==> src/rtl/vic_pkg.sv <==
package vic_pkg;
  // Word index within the register window (byte address bits [4:2]).
  typedef enum logic [2:0] {
    RG_STAT = 3'd0,
    RG_PEND = 3'd1,
    RG_MASK = 3'd2,
    RG_ACK  = 3'd3,
    RG_MSET = 3'd4,
    RG_MCLR = 3'd5,
    RG_VEC  = 3'd6,
    RG_MEN  = 3'd7
  } vic_reg_e;

  localparam int unsigned MEN_BITS = 2;
endpackage

==> src/rtl/vic_capture.sv <==
module vic_capture #(
  parameter int unsigned NSRC = 32,
  parameter logic [NSRC-1:0] SENSE_EDGE = '0
) (
  input  logic            clk,
  input  logic            rst_n,
  input  logic [NSRC-1:0] irq_in,
  input  logic [NSRC-1:0] ack_clr,
  output logic [NSRC-1:0] status
);
  logic [NSRC-1:0] hit;

  for (genvar i = 0; i < NSRC; i++) begin : g_src
    if (SENSE_EDGE[i]) begin : g_edge
      logic prev_q;
      always_ff @(posedge clk) begin
        if (!rst_n) prev_q <= 1'b0;
        else        prev_q <= irq_in[i];
      end
      assign hit[i] = irq_in[i] & ~prev_q;
    end else begin : g_level
      assign hit[i] = irq_in[i];
    end
  end

  // A new request beats an acknowledge of the same bit.
  always_ff @(posedge clk) begin
    if (!rst_n) status <= '0;
    else        status <= (status & ~ack_clr) | hit;
  end

  a_r3_ack_clears: assert property (@(posedge clk) disable iff (!rst_n)
    (|ack_clr) |=> ((status & $past(ack_clr & ~hit)) == '0));
  a_r3_set_wins: assert property (@(posedge clk) disable iff (!rst_n)
    (|hit) |=> ((status & $past(hit)) == $past(hit)));
  a_r2_sticky: assert property (@(posedge clk) disable iff (!rst_n)
    (ack_clr == '0) |=> ((status & $past(status)) == $past(status)));
endmodule

==> src/rtl/vic_mask.sv <==
module vic_mask #(
  parameter int unsigned NSRC = 32
) (
  input  logic                         clk,
  input  logic                         rst_n,
  input  logic                         we_mask,
  input  logic                         we_set,
  input  logic                         we_clr,
  input  logic                         we_men,
  input  logic [NSRC-1:0]              wdata,
  output logic [NSRC-1:0]              mask,
  output logic [vic_pkg::MEN_BITS-1:0] men
);
  always_ff @(posedge clk) begin
    if (!rst_n) begin
      mask <= '0;
      men  <= '0;
    end else begin
      if (we_mask)     mask <= wdata;
      else if (we_set) mask <= mask | wdata;
      else if (we_clr) mask <= mask & ~wdata;
      if (we_men)      men  <= wdata[vic_pkg::MEN_BITS-1:0];
    end
  end

  a_r5_set_bits: assert property (@(posedge clk) disable iff (!rst_n)
    we_set |=> ((mask & $past(wdata)) == $past(wdata)));
  a_r6_clr_bits: assert property (@(posedge clk) disable iff (!rst_n)
    we_clr |=> ((mask & $past(wdata)) == '0));
  a_r5_others_kept: assert property (@(posedge clk) disable iff (!rst_n)
    we_set |=> ((mask & ~$past(wdata)) == ($past(mask) & ~$past(wdata))));
endmodule

==> src/rtl/vic_prio.sv <==
module vic_prio #(
  parameter int unsigned NSRC = 32
) (
  input  logic            clk,
  input  logic            rst_n,
  input  logic [NSRC-1:0] pend,
  output logic [NSRC-1:0] vec,
  output logic            any
);
  localparam int unsigned VW = $clog2(NSRC);

  // Scan downward so that the lowest set index is the last one written.
  always_comb begin
    vec = '1;
    for (int i = NSRC - 1; i >= 0; i--) begin
      if (pend[i]) vec = NSRC'(i);
    end
  end

  assign any = |pend;

  a_r8_vec_pending: assert property (@(posedge clk) disable iff (!rst_n)
    (vec != '1) |-> pend[vec[VW-1:0]]);
  a_r8_vec_lowest: assert property (@(posedge clk) disable iff (!rst_n)
    (vec != '1) |-> ((pend & ((NSRC'(1) << vec[VW-1:0]) - NSRC'(1))) == '0));
  a_r8_none: assert property (@(posedge clk) disable iff (!rst_n)
    (pend == '0) |-> (vec == '1));
endmodule

==> src/rtl/irq_vector_ctrl.sv <==
module irq_vector_ctrl #(
  parameter int unsigned NSRC = 32,
  parameter int unsigned AW = 5,
  parameter logic [NSRC-1:0] SENSE_EDGE = 32'h0000_FFFF
) (
  input  logic            clk,
  input  logic            rst_n,
  input  logic [NSRC-1:0] irq_in,
  input  logic [AW-1:0]   bus_addr,
  input  logic            bus_wr,
  input  logic [NSRC-1:0] bus_wdata,
  input  logic            bus_rd,
  output logic [NSRC-1:0] bus_rdata,
  output logic            irq_out
);
  import vic_pkg::*;

  localparam int unsigned MW = MEN_BITS;

  vic_reg_e        sel;
  logic [NSRC-1:0] status, mask, pend, vec, ack_clr, rd_mux;
  logic [MW-1:0]   men;
  logic            any;
  logic            unused_lsb;

  assign sel        = vic_reg_e'(bus_addr[AW-1:2]);
  assign unused_lsb = ^bus_addr[1:0];
  assign ack_clr    = (bus_wr && sel == RG_ACK) ? bus_wdata : '0;

  vic_capture #(.NSRC(NSRC), .SENSE_EDGE(SENSE_EDGE)) u_cap (
    .clk(clk), .rst_n(rst_n), .irq_in(irq_in), .ack_clr(ack_clr),
    .status(status));

  vic_mask #(.NSRC(NSRC)) u_mask (
    .clk(clk), .rst_n(rst_n),
    .we_mask(bus_wr && sel == RG_MASK),
    .we_set (bus_wr && sel == RG_MSET),
    .we_clr (bus_wr && sel == RG_MCLR),
    .we_men (bus_wr && sel == RG_MEN),
    .wdata(bus_wdata), .mask(mask), .men(men));

  assign pend = status & mask;

  vic_prio #(.NSRC(NSRC)) u_prio (
    .clk(clk), .rst_n(rst_n), .pend(pend), .vec(vec), .any(any));

  assign irq_out = any & (&men);

  always_comb begin
    unique case (sel)
      RG_STAT: rd_mux = status;
      RG_PEND: rd_mux = pend;
      RG_MASK: rd_mux = mask;
      RG_VEC:  rd_mux = vec;
      RG_MEN:  rd_mux = {{(NSRC-MW){1'b0}}, men};
      default: rd_mux = '0;
    endcase
  end

  always_ff @(posedge clk) begin
    if (!rst_n)      bus_rdata <= '0;
    else if (bus_rd) bus_rdata <= rd_mux;
  end

  a_r9_out_has_vector: assert property (@(posedge clk) disable iff (!rst_n)
    irq_out |-> (vec != '1));
  a_r11_rdata_hold: assert property (@(posedge clk) disable iff (!rst_n)
    !bus_rd |=> $stable(bus_rdata));
  a_r10_wo_reads_zero: assert property (@(posedge clk) disable iff (!rst_n)
    (bus_rd && (sel == RG_ACK || sel == RG_MSET || sel == RG_MCLR))
      |=> (bus_rdata == '0));
endmodule

==> config.mk <==
export PLATFORM = sky130hd
export DESIGN_NAME = irq_vector_ctrl
export DESIGN_NICKNAME = d
export VERILOG_FILES = /design/src/rtl/vic_pkg.sv /design/src/rtl/vic_capture.sv /design/src/rtl/vic_mask.sv /design/src/rtl/vic_prio.sv /design/src/rtl/irq_vector_ctrl.sv
export SDC_FILE = /design/constraint.sdc
export NUM_CORES = 1
export LEC_CHECK = 0
export BUFFER_PORTS_ARGS = -buffer_cell sky130_fd_sc_hd__buf_2
export CAP_MARGIN = 25
export CORE_MARGIN = 3
export CORE_UTILIZATION = 38
export CTS_CLUSTER_SIZE = 8
export DETAILED_ROUTE_END_ITERATION = 6
export MAX_ROUTING_LAYER = met4
export SLEW_MARGIN = 20
export SYNTH_ARGS = -nofsm -noshare
export SYNTH_HDL_FRONTEND = slang
export SYNTH_HIERARCHICAL = 1
export SYNTH_SLANG_ARGS = --single-unit
==> constraint.sdc <==
create_clock -name clk -period 5.8 [get_ports clk]
set_input_delay 0 -clock clk [delete_from_list [all_inputs] [get_ports clk]]
set_output_delay 0 -clock clk [all_outputs]
set_load 0.02 [all_outputs]
=== Word level (Yosys, flattened, before mapping) ===
Cells that the tools add are included.

* Flip-flop bits (word level): 114
* Bits of input ports: 73
* Output and inout port bits: 33
* Logic and storage cells: 113

* Muxes and demuxes: 37
* Equality and inequality tests: 7
* Bitwise operators: 40
* Reduce and logical (&&, ||, !) cells: 9

{| class="wikitable"
|+ Operator list
! cell !! number
|-
| $mux 32 || 36
|-
| $pmux 32 s5 || 1
|-
| $and 32x32->32 || 3
|-
| $not 32->32 || 2
|-
| $or 32x32->32 || 2
|-
| $reduce_or 32->1 || 1
|-
| $and 1x1->1 || 17
|-
| $not 1->1 || 16
|-
| $eq 3x3->1 const B || 4
|-
| $eq 3x2->1 const B || 2
|-
| $logic_and 1x1->1 || 5
|-
| $eq 3x1->1 const B || 1
|-
| $logic_not 3->1 || 1
|-
| $reduce_bool 3->1 || 1
|-
| $reduce_and 2->1 || 1
|}

=== Depth between registers and ports, before layout ===
Gate-level depths: netlist of the first run.

* Depth after elaboration: 34
* Depth in mapped cells: 10
* Depth with buffers taken out: 9

=== By module ===
The synthesis of the first run kept the hierarchy.

{| class="wikitable"
|+ Modules (own cells, without submodules)
! module !! sequential area each (µm²) !! cells an instance !! area each (µm²) !! instances
|-
| irq_vector_ctrl || 640.6 || 372 || 2615.0 || 1
|-
| vic_capture || 960.9 || 149 || 1645.3 || 1
|-
| vic_mask || 680.7 || 156 || 1452.6 || 1
|-
| vic_prio || 0.0 || 93 || 564.3 || 1
|}

=== Least setup slack after synthesis of the first run ===
No wires, ideal clock.

* Kind: flip-flop to flip-flop
* Start point: register with a tool-made name
* End point: register bus_rdata[29]
* Setup time: 0.070 ns
* Arrival: 2.278 ns
* Required time: 5.730 ns
* Clock period less this slack: 2.347 ns
* Path buffers: 1
* Slack: 3.453 ns
* Cell stages (with the launch flop): 10
* Cell sequence: dfxtp_1 -> and2_1 -> or4_4 -> nor3_1 -> and2_1 -> buf_4 -> nand3_1 -> o21ai_0 -> nand2_1 -> a21oi_1

{| class="wikitable"
|+ RTL lines
! what !! RTL line !! RTL
|-
| end signal, assigned || irq_vector_ctrl.sv:62 || <nowiki>else if (bus_rd) bus_rdata <= rd_mux;</nowiki>
|-
| end, declared || irq_vector_ctrl.sv:13 || <nowiki>output logic [NSRC-1:0] bus_rdata,</nowiki>
|}

==> results of run 1 <==
[per-stage QoR]
stage	worst slack, ns	instances	util, %
6_report	3.19	1122	49.9
5_1_grt	2.89	1122	49.9
3_5_place_dp	3.22	1025	41.7
3_3_place_gp	3.27	1025	41.7
2_1_floorplan	3.45	770	-
4_1_cts	3.19	1121	49.7
[layer usage]
metal | up-vias | routed length [µm] | global-route usage (%)
met1 | 2628 | 8180 | 26.0
met4 | 0 | 167 | 6.39
met5 | - | 0 | -
met2 | 122 | 8490 | 33.6
li1 | 2894 | - | -
met3 | 10 | 820 | 4.17
[cells in the final DEF, fill, tap and decap left out, types with 3 or more instances in the layout]
| cell | count |
|---|---|
| nor2b_1 | 54 |
| nor2_1 | 22 |
| buf_4 | 8 |
| nand3_1 | 4 |
| nand3b_1 | 8 |
| buf_2 | 103 |
| inv_1 | 7 |
| a21oi_1 | 65 |
| nor4_1 | 4 |
| clkbuf_16 | 17 |
| dfxtp_1 | 114 |
| a21boi_1 | 18 |
| o21bai_1 | 4 |
| and2_1 | 103 |
| a21o_1 | 28 |
| nand2_1 | 80 |
| dlygate4sd3_1 | 64 |
| clkinv_2 | 5 |
| a32o_1 | 23 |
| o21a_1 | 17 |
| bufinv_16 | 5 |
| mux2i_1 | 6 |
| and3_1 | 3 |
| nand2b_1 | 35 |
| o21ai_0 | 37 |
| a21boi_0 | 8 |
| o211ai_1 | 29 |
| nor3_1 | 5 |
[critical path: stages, from the launching register on]
cell	delay, ns
dfxtp_1	0.32
and2_1	0.20
nor4_1	0.45
nand2_1	0.18
nor3_1	0.25
and2_1	0.49
buf_4	0.36
a21oi_1	0.10
a21oi_1	0.19
[report_power, final]
| part | total, W | switching [W] | leakage (nW) | internal [W] |
|---|---|---|---|---|
| Combinational | 0.000284 | 0.000154 | 1.90 | 0.000130 |
| Clock | 0.00115 | 0.000373 | 0.317 | 0.000780 |
| Sequential | 0.000844 | 0.0000227 | 0.936 | 0.000821 |
[path summary, 6_finish.rpt]
kind,slack [ns],cells after the start,start,to
max,3.19,8,register,bus_rdata[6]
min,0.08,3,rst_n,u_cap/status[31]
min reg2reg,0.48,2,u_cap/g_src[5].g_edge.prev_q,u_cap/status[5]
max reg2reg,3.19,8,register,bus_rdata[6]
[what timing repair did]
item                                    CTS  global route
endpoints found under the setup margin    0             0
hold buffers                             64             0
resized for setup                         0             0
endpoints found under the hold margin    82             0
[logic make-up (layout without fill, tap and decap cells)]
| kind of cell | after synthesis | after routing | synth area share [%] |
|---|---|---|---|
| compound gates | 240 | 240 | 25.7 |
| simple gates | 330 | 330 | 29.2 |
| flops | 114 | 114 | 36.4 |
| mux | 6 | 6 | 0.957 |
| buf+inv | 80 | 216 | 7.79 |
[synth_stat cells (17+ instances only)]
master	instances	area (µm²)
o21ai_0	37	185
a21o_1	28	210
and2_1	103	644
a21oi_1	65	325
nor2b_1	55	344
buf_4	31	233
nand2b_1	35	219
o21a_1	17	128
o211ai_1	29	218
nor2_1	22	82.6
nand2_1	80	300
dfxtp_1	114	2280
a21boi_1	18	135
a32o_1	23	230
[cell type report]
type / instances / area (µm²) / area share, %
clock inverter: 11 / 183 / 2.29
timing repair buffer: 176 / 1240 / 15.6
multi-input combinational: 576 / 3510 / 44.0
clock buffer: 21 / 460 / 5.77
inverter: 8 / 30.0 / 0.376
sequential: 114 / 2280 / 28.6
tap: 216 / 270 / 3.39
==> impl_metrics.ini, run 1 <==
[status]
status = completed

[power_and_ir_drop]
peakVddDrop_mv = 0.214
power.density_nw_per_um2 = 286
leakage_nw = 3.15
finalPower_w = 0.00228

[route]
dr.pass1.iters = 4
route.detailed.drc = 0
vias = 5654
drt_iter0_drc = 354
postRouteAntennaNets = 0
wirelength_um = 17700
routedWlPerCell_um = 15.7
via_per_inst = 5.04

[global_routing]
grt_first_pass_wirelength_um = 28700
grt_pass1_vias = 5573
grt_overflow = 0
gr-usage-all-layers_pct = 20.6
antenna_found_initial = 0
grt_max_degree = 115

[clock_network]
clock_sinks = 114
cts_root_buffer = clkbuf_16
postCtsSetupBuffers = 0
clk_pin_slew_worst_paths_ns = 0.05
cts-htree-levels = 4
clock_latency_ns = 0.42
cts_tree = done
numCtsBuffers = 17
clockBufferDepth = 2

[synthesis]
seq_area_frac_synth_pct = 36.4
syn_area_um2 = 6280
ys_ff_latch = 114
synthFlopType = dfxtp_1
synth_cell_types = 46
ys_async_sr_fraction_pct = 0
avgSynthCellArea_um2 = 8.15
synth_nets = 843
synth_cells = 770
synth_edf_count = 0
synth_warnings = 6

[cells_and_area]
finish.net_count = 966
fin_area_um2 = 7980
antenna-diode-count = 0
drive_gt1_share_pct = 16.4
synthToLayoutAreaGrowth_pct = 27.2
nFillCells = 1583

[setup_path]
crit_required_ns = 6.15
cp-start-kind = register
crit_path_end_kind = register
crit_arrival_ns = 2.96
crit_type = register to register
cp_max_fo = 16

[timing]
max_clock_freq_mhz = 383
worst_pin_slew_ns = 0.981
slew_headroom_pct = 34.5
hold_violations = 0
finalClockSkew_ns = 0.00683
rsz0062_at_grt = false
timing.hold.ws_ns = 0.0768
period_minus_slack_ns = 2.61
setup_violations = 0
setup_tns_ns = 0
timing.final.crit_share_pct = 45.0
drv_slew = 0

[die]
num_io_pins = 106
start_util_pct = 39.2
die_x_um = 135
core_region_area_um2 = 16000
die_y_um = 135
rows = 46
die-area_um2 = 18100

[place]
portBuffers = 103
hpwlAfterDp_um = 10800
dpl_cell_area_um2 = 6670
gp_congestion = 0.812

[hold_path]
hold_class = input pin to register

[flow_run]
maxCapViolations = 0
No activity file was read; power rests on OpenSTA's default activity.
==> inputs of run 2 (changes only) <==
Settings changed: ABC_AREA set to 1.
Clock period 5.8 ns to 2.7 ns, I/O delays scaled along.
==> impl_metrics.ini, run 2 <==
[timing]
period_minus_slack_ns = 2.41
slew_headroom_pct = 49.0
setup_violations = 0
timing.hold.ws_ns = 0.0687
timing.final.crit_share_pct = 89.4
finalClockSkew_ns = 0.0121
drv_slew = 0
worst_pin_slew_ns = 0.762
hold_violations = 0
rsz0062_at_grt = true
max_clock_freq_mhz = 414

[synthesis]
synth_top_family_by_area = simple AND/OR/NAND/NOR gates
synth_compound_area_share_pct = 8.87
synth_most_common_cell = nand2_1
synth_cells = 1075
synth_mux_area_share_pct = 0
synthXorXnorAreaFrac_pct = 0
ys_async_sr_fraction_pct = 0
seq_area_frac_synth_pct = 34.8
synth_commonest_cells = nand2_1 (335), inv_1 (191), nor2_1 (136)
ys_ff_latch = 114
synthTopCellsByArea = dfxtp_1 (35%), nand2_1 (19%), inv_1 (11%)
avgSynthCellArea_um2 = 6.10
synth_warnings = 6
yosys.area.top_type_share_pct = 34.8
syn_area_um2 = 6560
yosys.area_share.simple_pct = 37.0
synth_nets = 1148
synthFlopType = dfxtp_1
yosys.area.top_type = dfxtp_1
synthAdderAreaFrac_pct = 0
synth_edf_count = 0
synth_cell_types = 31

[power_and_ir_drop]
power_frac_comb_pct = 14.2
seq_power_share_pct = 35.7
leakage_nw = 4.29
p_int_w = 0.00385
finalPower_w = 0.00515
pwr-share-clk_pct = 50.1
power.density_nw_per_um2 = 615
peakVddDrop_mv = 0.499
swShare_pct = 25.2
switchingPower_w = 0.00130

[hold_path]
min_from = bus_wr
hold_depth = 6
hold_class = input pin to register
min_to = u_mask/men[0]

[cells_and_area]
final_common_cell = nand2_1
final_cells = 1449
final_cell_mix = nand2_1 (331), inv_1 (188), nor2_1 (136)
synthToLayoutAreaGrowth_pct = 27.7
antenna-diode-count = 0
final_util_pct = 50.0
finish.net_count = 1289
nFillCells = 1767
fin_area_um2 = 8380
drive_gt1_share_pct = 15.9

[route]
route.detailed.drc = 0
via_per_inst = 4.44
drt_iter0_drc = 312
routedWlPerCell_um = 12.6
postRouteAntennaNets = 0
wirelength_um = 18300
dr.pass1.iters = 5
vias = 6440

[clock_network]
cts_root_buffer = clkbuf_16
clk_pin_slew_worst_paths_ns = 0.05
clock_latency_ns = 0.43
cts-htree-levels = 4
clock_sinks = 114
clockBufferDepth = 2
numCtsBuffers = 17
cts_tree = done

[setup_path]
crit_required_ns = 3.05
path_delay_family = simple AND/OR/NAND/NOR gates
r2r_slack_ns = 0.29
crit_path_end_kind = register
crit_type = register to register
cp-start-kind = register
rr_worst_depth = 36
crit_arrival_ns = 2.76
crit_slowest_cell = dfxtp_2
critPathMaxStageDelay_ns = 0.34
cp_max_fo = 3
worst_path_most_repeated_cell = nand2_1
r2r-end = bus_rdata[0]
path_buf_inv = 2

[place]
gp_congestion = 0.836
hpwlAfterDp_um = 11600
placed_cells = 1342
dpl_cell_area_um2 = 6940
portBuffers = 103

[die]
start_util_pct = 39.1
num_io_pins = 106
rows = 47
die-area_um2 = 18900
core_region_area_um2 = 16800
die_x_um = 137
die_y_um = 137

[global_routing]
grt_max_degree = 37
grt_pass1_vias = 6070
gr-usage-all-layers_pct = 20.7
grt_first_pass_wirelength_um = 29600
antenna_found_initial = 0
grt_overflow = 0

[flow_run]
maxCapViolations = 0

[status]
status = completed
run 2: cell types whose count changed in the layout (fill, tap and decap cells not counted), sizes merged, moves of 26 or more:
cell and delta:
nand2 +257, inv +192, nor2 +126, and2 -102, nor2b -55, nand3 +47, nand2b -35, or2 +31
o211ai -29, a21o -28, a21boi -26
run 2: kinds of logic after synthesis:
kind of cell,after synthesis
AO/OA/AOI/OAI,109
buffers and inverters,270
flip-flops,114
AND/OR/NAND/NOR,582
run 2: what timing repair did:
action	CTS	global route
hold buffers	73	0
setup endpoints to repair	0	1
setup buffers	0	2
gates resized for setup	0	13
hold endpoints to repair	82	0
run 2: cell type report:
type | count | area [µm²] | share of cell area (%)
timing repair buffer | 191 | 1360 | 16.2
tap | 220 | 275 | 3.29
multi-input combinational | 691 | 3020 | 36.0
inverter | 201 | 768 | 9.17
sequential | 114 | 2290 | 27.3
clock inverter | 9 | 201 | 2.41
clock buffer | 23 | 468 | 5.59
run 2: routing by layer:
metal	track usage, %	share of wire [%]
met3	4.20	5.1
met2	33.1	45
met1	26.5	48
met5	-	0
met4	5.99	1.3
run 2: worst register-to-register path: cells and delay by family (launching register included):
family / cells / cell delay (ns)
AND/OR/NAND/NOR: 31 / 1.57
flip-flops: 1 / 0.34
AO/OA/AOI/OAI: 3 / 0.32
buffers and inverters: 2 / 0.09
run 2: power groups by stage:
stage	Sequential (W)	Combinational [W]	Clock (W)
6_report	0.00184	0.000733	0.00258
5_1_grt	0.00185	0.000840	0.00268
4_1_cts	0.00184	0.000736	0.00262
3_5_place_dp	0.00187	0.000647	0
3_3_place_gp	0.00187	0.000640	0
2_1_floorplan	0.00188	0.000586	0
run 2: worst max-delay path by stage:
stage,from,depth (start not counted),endpoint
2_1_floorplan,u_cap/status[29],36,bus_rdata[0]
3_3_place_gp,register,36,bus_rdata[0]
3_5_place_dp,u_cap/status[29],36,bus_rdata[0]
4_1_cts,u_cap/status[29],36,bus_rdata[0]
5_1_grt,register,36,bus_rdata[0]
6_report,register,36,bus_rdata[0]
run 2: stage by stage:
| step | setup TNS, ns | worst slack (ns) |
|---|---|---|
| 2_1_floorplan | 0 | 0.529 |
| 3_3_place_gp | 0 | 0.223 |
| 3_5_place_dp | 0 | 0.173 |
| 4_1_cts | 0 | 0.164 |
| 5_1_grt | -0.0870 | -0.0870 |
| 6_report | 0 | 0.286 |
